### src/rtl/ebc_pkg.sv
package ebc_pkg;

    typedef enum logic [1:0] {
        PH_IDLE  = 2'd0,
        PH_ADDR  = 2'd1,
        PH_DATA  = 2'd2,
        PH_RECOV = 2'd3
    } ebc_phase_e;

    typedef enum logic [1:0] {
        BC_LOW  = 2'd0,
        BC_HIGH = 2'd1,
        BC_WORD = 2'd2
    } ebc_beat_e;

    typedef struct packed {
        logic mux;
        logic wide;
        logic wrl;
        logic rdy_en;
        logic rdy_pol;
    } ebc_cfg_t;

endpackage

### src/rtl/ebc_ready_eval.sv
module ebc_ready_eval
    import ebc_pkg::*;
(
    input  ebc_phase_e phase_i,
    input  logic       rdy_en_i,
    input  logic       rdy_pol_i,
    input  logic       bus_ready_i,
    output logic       done_o
);

    logic level_ok;

    always_comb begin
        level_ok = (bus_ready_i == rdy_pol_i);
        done_o   = (phase_i == PH_DATA) && (!rdy_en_i || level_ok);
    end

endmodule

### src/rtl/ebc_seq.sv
module ebc_seq
    import ebc_pkg::*;
#(
    parameter int ADDR_W = 24,
    parameter int DATA_W = 16
) (
    input  logic              clk,
    input  logic              rst_n,
    input  ebc_cfg_t          cfg_i,
    input  logic              req_valid_i,
    input  logic              req_write_i,
    input  logic [ADDR_W-1:0] req_addr_i,
    input  logic [DATA_W-1:0] req_wdata_i,
    input  logic [1:0]        req_be_i,
    input  logic              done_i,
    input  logic [DATA_W-1:0] bus_din_i,
    output ebc_phase_e        phase_o,
    output ebc_beat_e         beat_o,
    output logic              write_o,
    output ebc_cfg_t          cfg_o,
    output logic [ADDR_W-1:0] cyc_addr_o,
    output logic [DATA_W-1:0] wdata_o,
    output logic              be_lo_o,
    output logic              ack_o,
    output logic [DATA_W-1:0] rdata_o
);

    localparam int LANE_W = DATA_W / 2;

    typedef struct packed {
        ebc_phase_e        ph;
        ebc_beat_e         beat;
        logic              pend_hi;
        logic              write;
        ebc_cfg_t          cfg;
        logic [ADDR_W-1:0] addr;
        logic [DATA_W-1:0] wdata;
        logic [1:0]        be;
        logic [DATA_W-1:0] rdata;
    } seq_state_t;

    seq_state_t st_d, st_q;

    always_comb begin
        st_d = st_q;
        unique case (st_q.ph)
            PH_IDLE: begin
                if (req_valid_i) begin
                    st_d.ph    = PH_ADDR;
                    st_d.cfg   = cfg_i;
                    st_d.write = req_write_i;
                    st_d.addr  = req_addr_i;
                    st_d.wdata = req_wdata_i;
                    st_d.be    = req_be_i;
                    st_d.rdata = '0;
                    if (cfg_i.wide) begin
                        st_d.beat    = BC_WORD;
                        st_d.pend_hi = 1'b0;
                    end else if (req_be_i == 2'b10) begin
                        st_d.beat    = BC_HIGH;
                        st_d.pend_hi = 1'b0;
                    end else begin
                        st_d.beat    = BC_LOW;
                        st_d.pend_hi = (req_be_i == 2'b11);
                    end
                end
            end
            PH_ADDR: st_d.ph = PH_DATA;
            PH_DATA: begin
                if (done_i) begin
                    st_d.ph = PH_RECOV;
                    if (!st_q.write) begin
                        unique case (st_q.beat)
                            BC_WORD: st_d.rdata = bus_din_i;
                            BC_HIGH: st_d.rdata[DATA_W-1:LANE_W] = bus_din_i[LANE_W-1:0];
                            default: st_d.rdata[LANE_W-1:0] = bus_din_i[LANE_W-1:0];
                        endcase
                    end
                end
            end
            PH_RECOV: begin
                if (st_q.pend_hi) begin
                    st_d.pend_hi = 1'b0;
                    st_d.beat    = BC_HIGH;
                    st_d.ph      = PH_ADDR;
                end else begin
                    st_d.ph = PH_IDLE;
                end
            end
            default: st_d.ph = PH_IDLE;
        endcase
    end

    always_ff @(posedge clk or negedge rst_n) begin
        if (!rst_n) begin
            st_q <= '{ph: PH_IDLE, beat: BC_LOW, default: '0};
        end else begin
            st_q <= st_d;
        end
    end

    always_comb begin
        phase_o  = st_q.ph;
        beat_o   = st_q.beat;
        write_o  = st_q.write;
        cfg_o    = st_q.cfg;
        wdata_o  = st_q.wdata;
        be_lo_o  = st_q.be[0];
        rdata_o  = st_q.rdata;
        ack_o    = (st_q.ph == PH_RECOV) && !st_q.pend_hi;
        unique case (st_q.beat)
            BC_WORD: cyc_addr_o = st_q.addr;
            BC_HIGH: cyc_addr_o = {st_q.addr[ADDR_W-1:1], 1'b1};
            default: cyc_addr_o = {st_q.addr[ADDR_W-1:1], 1'b0};
        endcase
    end

endmodule

### src/rtl/ebc_lane_drv.sv
module ebc_lane_drv
    import ebc_pkg::*;
#(
    parameter int ADDR_W = 24,
    parameter int DATA_W = 16
) (
    input  ebc_phase_e              phase_i,
    input  ebc_beat_e               beat_i,
    input  logic                    write_i,
    input  logic                    mux_i,
    input  logic                    wide_i,
    input  logic                    wrl_i,
    input  logic                    be_lo_i,
    input  logic [ADDR_W-1:0]       cyc_addr_i,
    input  logic [DATA_W-1:0]       wdata_i,
    output logic [DATA_W-1:0]       ad_out_o,
    output logic [1:0]              ad_oe_o,
    output logic [DATA_W-1:0]       addr_o,
    output logic [ADDR_W-DATA_W-1:0] seg_o,
    output logic                    ale_o,
    output logic                    rd_o,
    output logic                    wr_o
);

    localparam int LANES  = 2;
    localparam int LANE_W = DATA_W / LANES;

    logic in_addr, in_data;

    assign in_addr = (phase_i == PH_ADDR);
    assign in_data = (phase_i == PH_DATA);

    assign ale_o  = in_addr;
    assign rd_o   = in_data && !write_i;
    assign wr_o   = in_data && write_i && (!wrl_i || !wide_i || be_lo_i);
    assign addr_o = cyc_addr_i[DATA_W-1:0];
    assign seg_o  = cyc_addr_i[ADDR_W-1:DATA_W];

    for (genvar i = 0; i < LANES; i++) begin : g_lane
        logic [LANE_W-1:0] a_sl, d_sl;
        logic carry_data, keep_addr, drive;

        assign a_sl = cyc_addr_i[i*LANE_W +: LANE_W];

        if (i == 0) begin : g_low
            assign carry_data = 1'b1;
            assign keep_addr  = 1'b0;
            assign d_sl = (!wide_i && beat_i == BC_HIGH) ? wdata_i[DATA_W-1 -: LANE_W]
                                                         : wdata_i[LANE_W-1:0];
        end else begin : g_high
            assign carry_data = wide_i;
            assign keep_addr  = mux_i && !wide_i;
            assign d_sl = wdata_i[i*LANE_W +: LANE_W];
        end

        assign drive = (in_addr && mux_i) ||
                       (in_data && (keep_addr || (carry_data && write_i)));
        assign ad_oe_o[i] = drive;
        assign ad_out_o[i*LANE_W +: LANE_W] =
            !drive                 ? '0   :
            (in_addr || keep_addr) ? a_sl : d_sl;
    end

endmodule

### src/rtl/ext_bus_ctrl.sv
module ext_bus_ctrl
    import ebc_pkg::*;
#(
    parameter int ADDR_W = 24,
    parameter int DATA_W = 16
) (
    input  logic                     clk,
    input  logic                     rst_n,
    input  logic                     cfg_mux,
    input  logic                     cfg_wide,
    input  logic                     cfg_wrl,
    input  logic                     cfg_rdy_en,
    input  logic                     cfg_rdy_pol,
    input  logic                     req_valid,
    input  logic                     req_write,
    input  logic [ADDR_W-1:0]        req_addr,
    input  logic [DATA_W-1:0]        req_wdata,
    input  logic [1:0]               req_be,
    output logic                     req_ack,
    output logic [DATA_W-1:0]        req_rdata,
    output logic [DATA_W-1:0]        bus_ad_out,
    output logic [1:0]               bus_ad_oe,
    input  logic [DATA_W-1:0]        bus_ad_in,
    output logic [DATA_W-1:0]        bus_addr,
    output logic [ADDR_W-DATA_W-1:0] bus_seg,
    output logic                     bus_ale,
    output logic                     bus_rd,
    output logic                     bus_wr,
    input  logic                     bus_ready
);

    ebc_cfg_t          cfg_in, cfg_w;
    ebc_phase_e        phase_w;
    ebc_beat_e         beat_w;
    logic              write_w, be_lo_w, done_w;
    logic [ADDR_W-1:0] cyc_addr_w;
    logic [DATA_W-1:0] wdata_w;

    assign cfg_in = '{mux: cfg_mux, wide: cfg_wide, wrl: cfg_wrl,
                      rdy_en: cfg_rdy_en, rdy_pol: cfg_rdy_pol};

    ebc_seq #(.ADDR_W(ADDR_W), .DATA_W(DATA_W)) u_seq (
        .clk        (clk),
        .rst_n      (rst_n),
        .cfg_i      (cfg_in),
        .req_valid_i(req_valid),
        .req_write_i(req_write),
        .req_addr_i (req_addr),
        .req_wdata_i(req_wdata),
        .req_be_i   (req_be),
        .done_i     (done_w),
        .bus_din_i  (bus_ad_in),
        .phase_o    (phase_w),
        .beat_o     (beat_w),
        .write_o    (write_w),
        .cfg_o      (cfg_w),
        .cyc_addr_o (cyc_addr_w),
        .wdata_o    (wdata_w),
        .be_lo_o    (be_lo_w),
        .ack_o      (req_ack),
        .rdata_o    (req_rdata)
    );

    ebc_ready_eval u_rdy (
        .phase_i    (phase_w),
        .rdy_en_i   (cfg_w.rdy_en),
        .rdy_pol_i  (cfg_w.rdy_pol),
        .bus_ready_i(bus_ready),
        .done_o     (done_w)
    );

    ebc_lane_drv #(.ADDR_W(ADDR_W), .DATA_W(DATA_W)) u_lane (
        .phase_i   (phase_w),
        .beat_i    (beat_w),
        .write_i   (write_w),
        .mux_i     (cfg_w.mux),
        .wide_i    (cfg_w.wide),
        .wrl_i     (cfg_w.wrl),
        .be_lo_i   (be_lo_w),
        .cyc_addr_i(cyc_addr_w),
        .wdata_i   (wdata_w),
        .ad_out_o  (bus_ad_out),
        .ad_oe_o   (bus_ad_oe),
        .addr_o    (bus_addr),
        .seg_o     (bus_seg),
        .ale_o     (bus_ale),
        .rd_o      (bus_rd),
        .wr_o      (bus_wr)
    );

endmodule

### config.mk
export PLATFORM = sky130hd
export DESIGN_NAME = ext_bus_ctrl
export DESIGN_NICKNAME = d
export VERILOG_FILES = /design/src/rtl/ebc_pkg.sv /design/src/rtl/ebc_ready_eval.sv /design/src/rtl/ebc_seq.sv /design/src/rtl/ebc_lane_drv.sv /design/src/rtl/ext_bus_ctrl.sv
export SDC_FILE = /design/constraint.sdc
export NUM_CORES = 1
export LEC_CHECK = 0
export CORE_MARGIN = 5
export CORE_UTILIZATION = 49
export DETAILED_ROUTE_END_ITERATION = 10
export PLACE_DENSITY = 0.94
export SYNTH_ARGS = -nofsm -noshare
export SYNTH_HDL_FRONTEND = slang
export SYNTH_SLANG_ARGS = --single-unit
### constraint.sdc
create_clock -name clk -period 6.5 [get_ports clk]
set_input_delay 1.3 -clock clk [delete_from_list [all_inputs] [get_ports clk]]
set_output_delay 1.3 -clock clk [all_outputs]
set_load 0.02 [all_outputs]
==> Yosys cells after proc, flatten, opt, wreduce, memory -nomap -nowiden <==
Cells that the tools add are included.
{ "totals": {"reg_bits": 69, "input_bits": 68, "output_inout_bits": 62, "elab_cells": 78} }
{ "op_classes": {"eq_ne": 14, "mux": 19, "reduce_logical": 31} }
{ "ops": {"columns": ["cell", "count"], "rows": [
  ["two-way mux 69 bit", 1],
  ["two-way mux 8 bit", 6],
  ["two-way mux 16 bit", 2],
  ["one-hot mux 16 bit (2 select lines)", 1],
  ["one-hot mux 8 bit (2 select lines)", 1],
  ["equality test 2 bit, second input constant", 5],
  ["logical AND 1 bit", 10],
  ["AND reduction 5 bit", 2],
  ["!= test 2 bit, second input constant", 4],
  ["one-hot mux 2 bit (4 select lines)", 1],
  ["logical OR 1 bit", 7],
  ["two-way mux 3 bit", 2],
  ["one-hot mux 3 bit (2 select lines)", 1],
  ["AND reduction 2 bit", 3],
  ["zero test 1 bit", 5],
  ["equality test 2 x 1 -> 1 bit, second input constant", 2],
  ["two-way mux 2 bit", 2],
  ["nonzero test 2 bit", 2],
  ["!= test 3 bit, second input constant", 1],
  ["AND reduction 3 bit", 1],
  ["zero test 2 bit", 1],
  ["!= test 2 x 1 -> 1 bit, second input constant", 1],
  ["one-hot mux 1 bit (2 select lines)", 1],
  ["equality test 1 bit", 1],
  ["two-way mux 1 bit", 1]
]} }

==> Depth between registers and ports, before layout <==
{ "logic_depth": {"ltp_word": 6, "mapped_depth": 7, "depth_no_buf": 6} }

==> Cells and area by module <==
From an unflattened synthesis, not the netlist that was laid out.
{ "unflattened": {"cells_unflattened": 403, "area_unflattened_um2": 4295.4} }
{ "modules_own_cells": {"columns": ["module", "n_inst", "cells_each", "area_per_inst_um2"], "rows": [
  ["ebc_seq", 1, 298, 3538.4],
  ["ebc_lane_drv", 1, 102, 737.0],
  ["ebc_ready_eval", 1, 3, 20.0]
]} }

==> Worst setup path before layout <==
Ideal clock, no wire load.
{ "synth_path": {"path_kind": "register to output", "from": "register u_seq.st_q (netlist bit u_seq.phase_o[1])", "to": "output bus_ad_out[0]", "arrival_ps": 1900, "slack_ps": 3300, "path_stages_with_launch": 6, "n_path_buf": 1, "path_cell_list": "dfrtp_1 inv_1 ha_1 buf_1 a22oi_1 nor2_1"} }
{ "synth_between": {"elab_chain_len": 4} }
{ "synth_lines": {"columns": ["item", "line", "text"], "rows": [
  ["from (decl)", "ebc_seq.sv:42", "seq_state_t st_d, st_q;"],
  ["from (signal assigned)", "ebc_seq.sv:98", "st_q <= st_d;"],
  ["equality test 2 x 1 -> 1 bit *", "ebc_lane_drv.sv:30", "assign in_addr = (phase_i == PH_ADDR);"],
  ["named net bus_ale", "ext_bus_ctrl.sv:26", "output logic bus_ale,"],
  ["logical AND 1 bit", "ebc_lane_drv.sv:56", "assign drive = (in_addr && mux_i) ||"],
  ["logical OR 1 bit", "ebc_lane_drv.sv:56", null],
  ["two-way mux 8 bit *", "ebc_lane_drv.sv:60", "!drive ? '0 :"],
  ["to (decl)", "ext_bus_ctrl.sv:21", "output logic [DATA_W-1:0] bus_ad_out,"]
]} }
The timed path passes the listed nets; every way through them passes the cells marked *.

==> Worst setup path after layout <==
{ "layout_path": {"from": "register u_seq.st_q (netlist bit u_seq.beat_o[1])", "to": "output bus_ad_out[6]"} }
{ "layout_between": {"elab_chain_len": 5} }
{ "layout_lines": {"columns": ["item", "line", "text"], "rows": [
  ["equality test 2 x 1 -> 1 bit", "ebc_lane_drv.sv:48", "assign d_sl = (!wide_i && beat_i == BC_HIGH) ? wdata_i[DATA_W-1 -: LANE_W]"],
  ["logical AND 1 bit", "ebc_lane_drv.sv:48", null],
  ["two-way mux 8 bit", "ebc_lane_drv.sv:48", null],
  ["two-way mux 8 bit", "ebc_lane_drv.sv:61", "(in_addr || keep_addr) ? a_sl : d_sl;"],
  ["two-way mux 8 bit", "ebc_lane_drv.sv:60", null]
]} }
Every way passes these cells.

==> summary.txt <==
Run status
  • Status: finished clean

Yosys
  • Post-synthesis sequential area ratio: between 40% and 50%
  • FF+latch count, synth: 68
  • Xor and xnor fraction of the mapped netlist area: 0.238%
  • Post-Synth Simple-Gate Area: around 6.6%
  • Main combinational cell family by area after synthesis: multiplexers
  • Number of synthesized flops with an enable pin: 0
  • Cell Area, Synth: about 3700 um2
  • Mean post-synth cell area: about 12 um2
  • Post-synthesis mux area share: between 20% and 30%
  • Cell variety after synth: 29
  • Area share of fa/ha/maj cells after synthesis: under 10%
  • Ys async rst share: 100%
  • Primary FF master, synth: dfrtp_1
  • Mapped Nets: just under 400
  • Synth Warn #: 0
  • Post-synthesis compound-gate area fraction: between 4 and 5%
  • Mapped Cells: 309

Critical path
  • Setup slack, reg-to-reg: 3840 ps
  • Worst setup SP type: register
  • Crit. End Element: primary output
  • Kind of critical path: register to primary output
  • Crit-path cells: inv_1, ha_1, nor2b_1, mux2_2, mux2i_1, nor2_1, clkdlybuf4s50_1
  • Worst endpoint required time: around 5200 ps
  • CP Capture Point: bus_ad_out[6]
  • R2R Path Start: u_seq.phase_o[0]$_DFFE_PN0P_
  • R2r endpoint: u_seq.rdata_o[9]$_DFFE_PN0P_
  • Slowest stage delay, CP: around 590 ps
  • Crit path from: u_seq.beat_o[1]$_DFFE_PN0P_
  • Critical Path Slowest Stage Cell: clkdlybuf4s50_1
  • Crit path arrival time: 2970 ps
  • Crit-path max FO: 10
  • R2r worst-path depth: 5

Global route
  • Largest net degree at the start of global routing: 69
  • Initial antenna violation count: 0
  • First-pass GRT wire length: 14.6 mm
  • Vias in the first global route: approximately 2900
  • Total congestion overflow: 0
  • Overall routing resource usage: 19.3%

Power and ir drop
  • P_int: 0.00157 W
  • NetSw: 0.00102 W
  • Sequential Power Share: between 20% and 30%
  • Max VDD drop: 0.000268 V
  • P_leak: 2.14 nW
  • Comb power frac: a little under three fifths
  • PwrDens: 525 nW/um2
  • Clk pwr share: around an eighth
  • Sw frac: approximately 39%

Timing
  • Setup-failing EPs final: 0
  • Setup TNS: 0 ps
  • Final Hold Viols: 0
  • Slew Limit Fails: 0
  • Relative slew slack: a little under a quarter
  • Worst-margin pin slew: between 1000 and 1500 ps
  • Fin crit share: 65.6%
  • Skew final: between 6 and 7 ps
  • RSZ-0062 raised after global routing: false
  • Max Clk Rate: between 200 and 250 MHz
  • Crit path time final: around 4300 ps

Clock tree
  • CTS Root Cell: clkbuf_8
  • Post-CTS Setup Bufs: 0
  • CTS sink count: 68
  • Max clock buf depth: 2
  • TritonCTS clock tree: yes
  • Htree depth: 3
  • PostCTS Resize Cnt: 0
  • Hold buffers post-CTS: 0
  • CTS buffer count: 9
  • Worst-Skew Late Latency: 340 ps
  • Clock-pin slew on the worst setup and hold paths: ~70 ps

Layout
  • Design Area, Final: roughly 5000 um2
  • Fraction of layout cells with a size suffix above 1: 23.3%
  • N_diodes: 0
  • Most frequent cells in the layout: clkdlybuf4s50_1, dfrtp_1, mux2_2
  • Number of fill cells in the layout: a little under 600
  • Most common cell after layout, fill and taps aside: clkdlybuf4s50_1
  • Nets@finish: roughly 480
  • Area Overhead vs Synth: 34.1%

Floorplanning
  • Initial Util: just over 50%
  • Die height: about 97 um
  • Die Width: between 90 and 100 um
  • I/O pins: 130
  • Floorplan die area: 9360 um2
  • Rows: 31
  • Placeable Area: 7290 um2

Min path
  • Worst hold-check path type: register to register

Placed design
  • Cell Area, Placed: 4750 um2
  • DP Wirelength: roughly 6.4 mm
  • Final GP Congestion: 0.746
  • IO Port Bufs: approximately 130

Route
  • Vias: about 2600
  • DRT iter0 DRCs: 107
  • Detailed Route WL: about 8.8 mm
  • First-pass detailed-route iteration total: 4
  • Wire per inst: roughly 18 um
  • # DRC: 0
  • Vias per std cell: 5.11
  • Routed Antenna Nets: 0

Job
  • Max-Cap Viols: 0
[stage by stage]
stage | setup WS [ps] | power (W) | utilization, % | hold slack (ps) | instances
4_1_cts | 2200 | 0.00262 | 67.8 | 510 | 503
3_5_place_dp | 2630 | 0.00226 | 65.2 | 493 | 488
5_1_grt | 2050 | 0.00276 | 67.8 | 539 | 503
3_3_place_gp | 2730 | 0.00221 | 65.2 | 484 | 488
2_1_floorplan | 3300 | 0.00184 | - | 474 | 309
6_report | 2230 | 0.00259 | 67.8 | 504 | 503
[logic make-up after synthesis]
family	after synthesis
adder cells (fa/ha/maj)	9
flip-flops	68
XOR/XNOR	1
AND/OR/NAND/NOR	48
buffers and inverters	67
AO/OA/AOI/OAI	20
multiplexers	96
[final cells by class]
class                           count  area (um2)  share of cell area, %
Multi-Input combinational cell    174        1570                   31.7
Sequential cell                    68        1700                   34.4
Timing Repair Buffer              130        1290                   26.2
Inverter                           17        63.8                   1.29
Clock buffer                       10         138                   2.78
Tap cell                           99         124                   2.51
Clock inverter                      5        52.6                   1.06
[power by group through the flow]
| stage | Sequential (W) | Combinational (W) | Clock [W] |
|---|---|---|---|
| 2_1_floorplan | 0.000719 | 0.00112 | 0 |
| 3_3_place_gp | 0.000754 | 0.00146 | 0 |
| 3_5_place_dp | 0.000769 | 0.00150 | 0 |
| 4_1_cts | 0.000765 | 0.00151 | 0.000349 |
| 5_1_grt | 0.000792 | 0.00160 | 0.000372 |
| 6_report | 0.000765 | 0.00149 | 0.000341 |
[worst min-delay path by stage]
stage | from | slack [ps] | cells after the start | endpoint
2_1_floorplan | u_seq.wdata_o[1]$_DFFE_PN0P_ | 470 | 1 | u_seq.wdata_o[1]$_DFFE_PN0P_
3_3_place_gp | u_seq.wdata_o[4]$_DFFE_PN0P_ | 480 | 1 | u_seq.wdata_o[4]$_DFFE_PN0P_
3_5_place_dp | u_seq.wdata_o[7]$_DFFE_PN0P_ | 490 | 1 | u_seq.wdata_o[7]$_DFFE_PN0P_
4_1_cts | u_seq.st_q[56]$_DFFE_PN0P_ | 510 | 1 | u_seq.st_q[56]$_DFFE_PN0P_
5_1_grt | u_seq.st_q[51]$_DFFE_PN0P_ | 540 | 1 | u_seq.st_q[51]$_DFFE_PN0P_
6_report | u_seq.st_q[56]$_DFFE_PN0P_ | 500 | 1 | u_seq.st_q[56]$_DFFE_PN0P_
[routing by layer]
layer,share of wire [%],global-route usage (%),up-vias
met5,0,0,-
met4,1.5,6.91,0
met3,8.4,6.98,13
met2,49,32.6,116
met1,41,22.5,1261
li1,-,-,1182
[state kept, by name (all words and copies together) (netlist names)]
| signal | count |
|---|---|
| u_seq.st_q | 25 |
| u_seq.rdata_o | 16 |
| u_seq.wdata_o | 16 |
| u_seq.cfg_o | 5 |
| u_seq.beat_o | 2 |
| u_seq.phase_o | 2 |
| u_seq.be_lo_o | 1 |
| u_seq.write_o | 1 |
[critical path, delay by kind of cell (launching register included)]
family / cells / cell delay [ps]
buf+inv: 2 / 710
fa+ha+maj: 1 / 540
mux: 2 / 530
simple gates: 2 / 450
flops: 1 / 400
[synth_stat cells (2+ instances only)]
cell type | number | area share, %
dfrtp_1 | 68 | 46
mux2_2 | 65 | 20
buf_4 | 41 | 8.4
mux2i_1 | 31 | 8.4
nor2_1 | 20 | 2.0
inv_1 | 17 | 1.7
nand2_1 | 12 | 1.2
ha_1 | 9 | 3.1
and2b_2 | 7 | 1.7
a21oi_1 | 6 | 0.81
nor2b_1 | 5 | 0.85
buf_2 | 4 | 0.54
o21ai_0 | 4 | 0.54
clkbuf_1 | 3 | 0.31
a211oi_4 | 2 | 1.1
a22oi_1 | 2 | 0.41
Power figures use the tool's default switching activity.
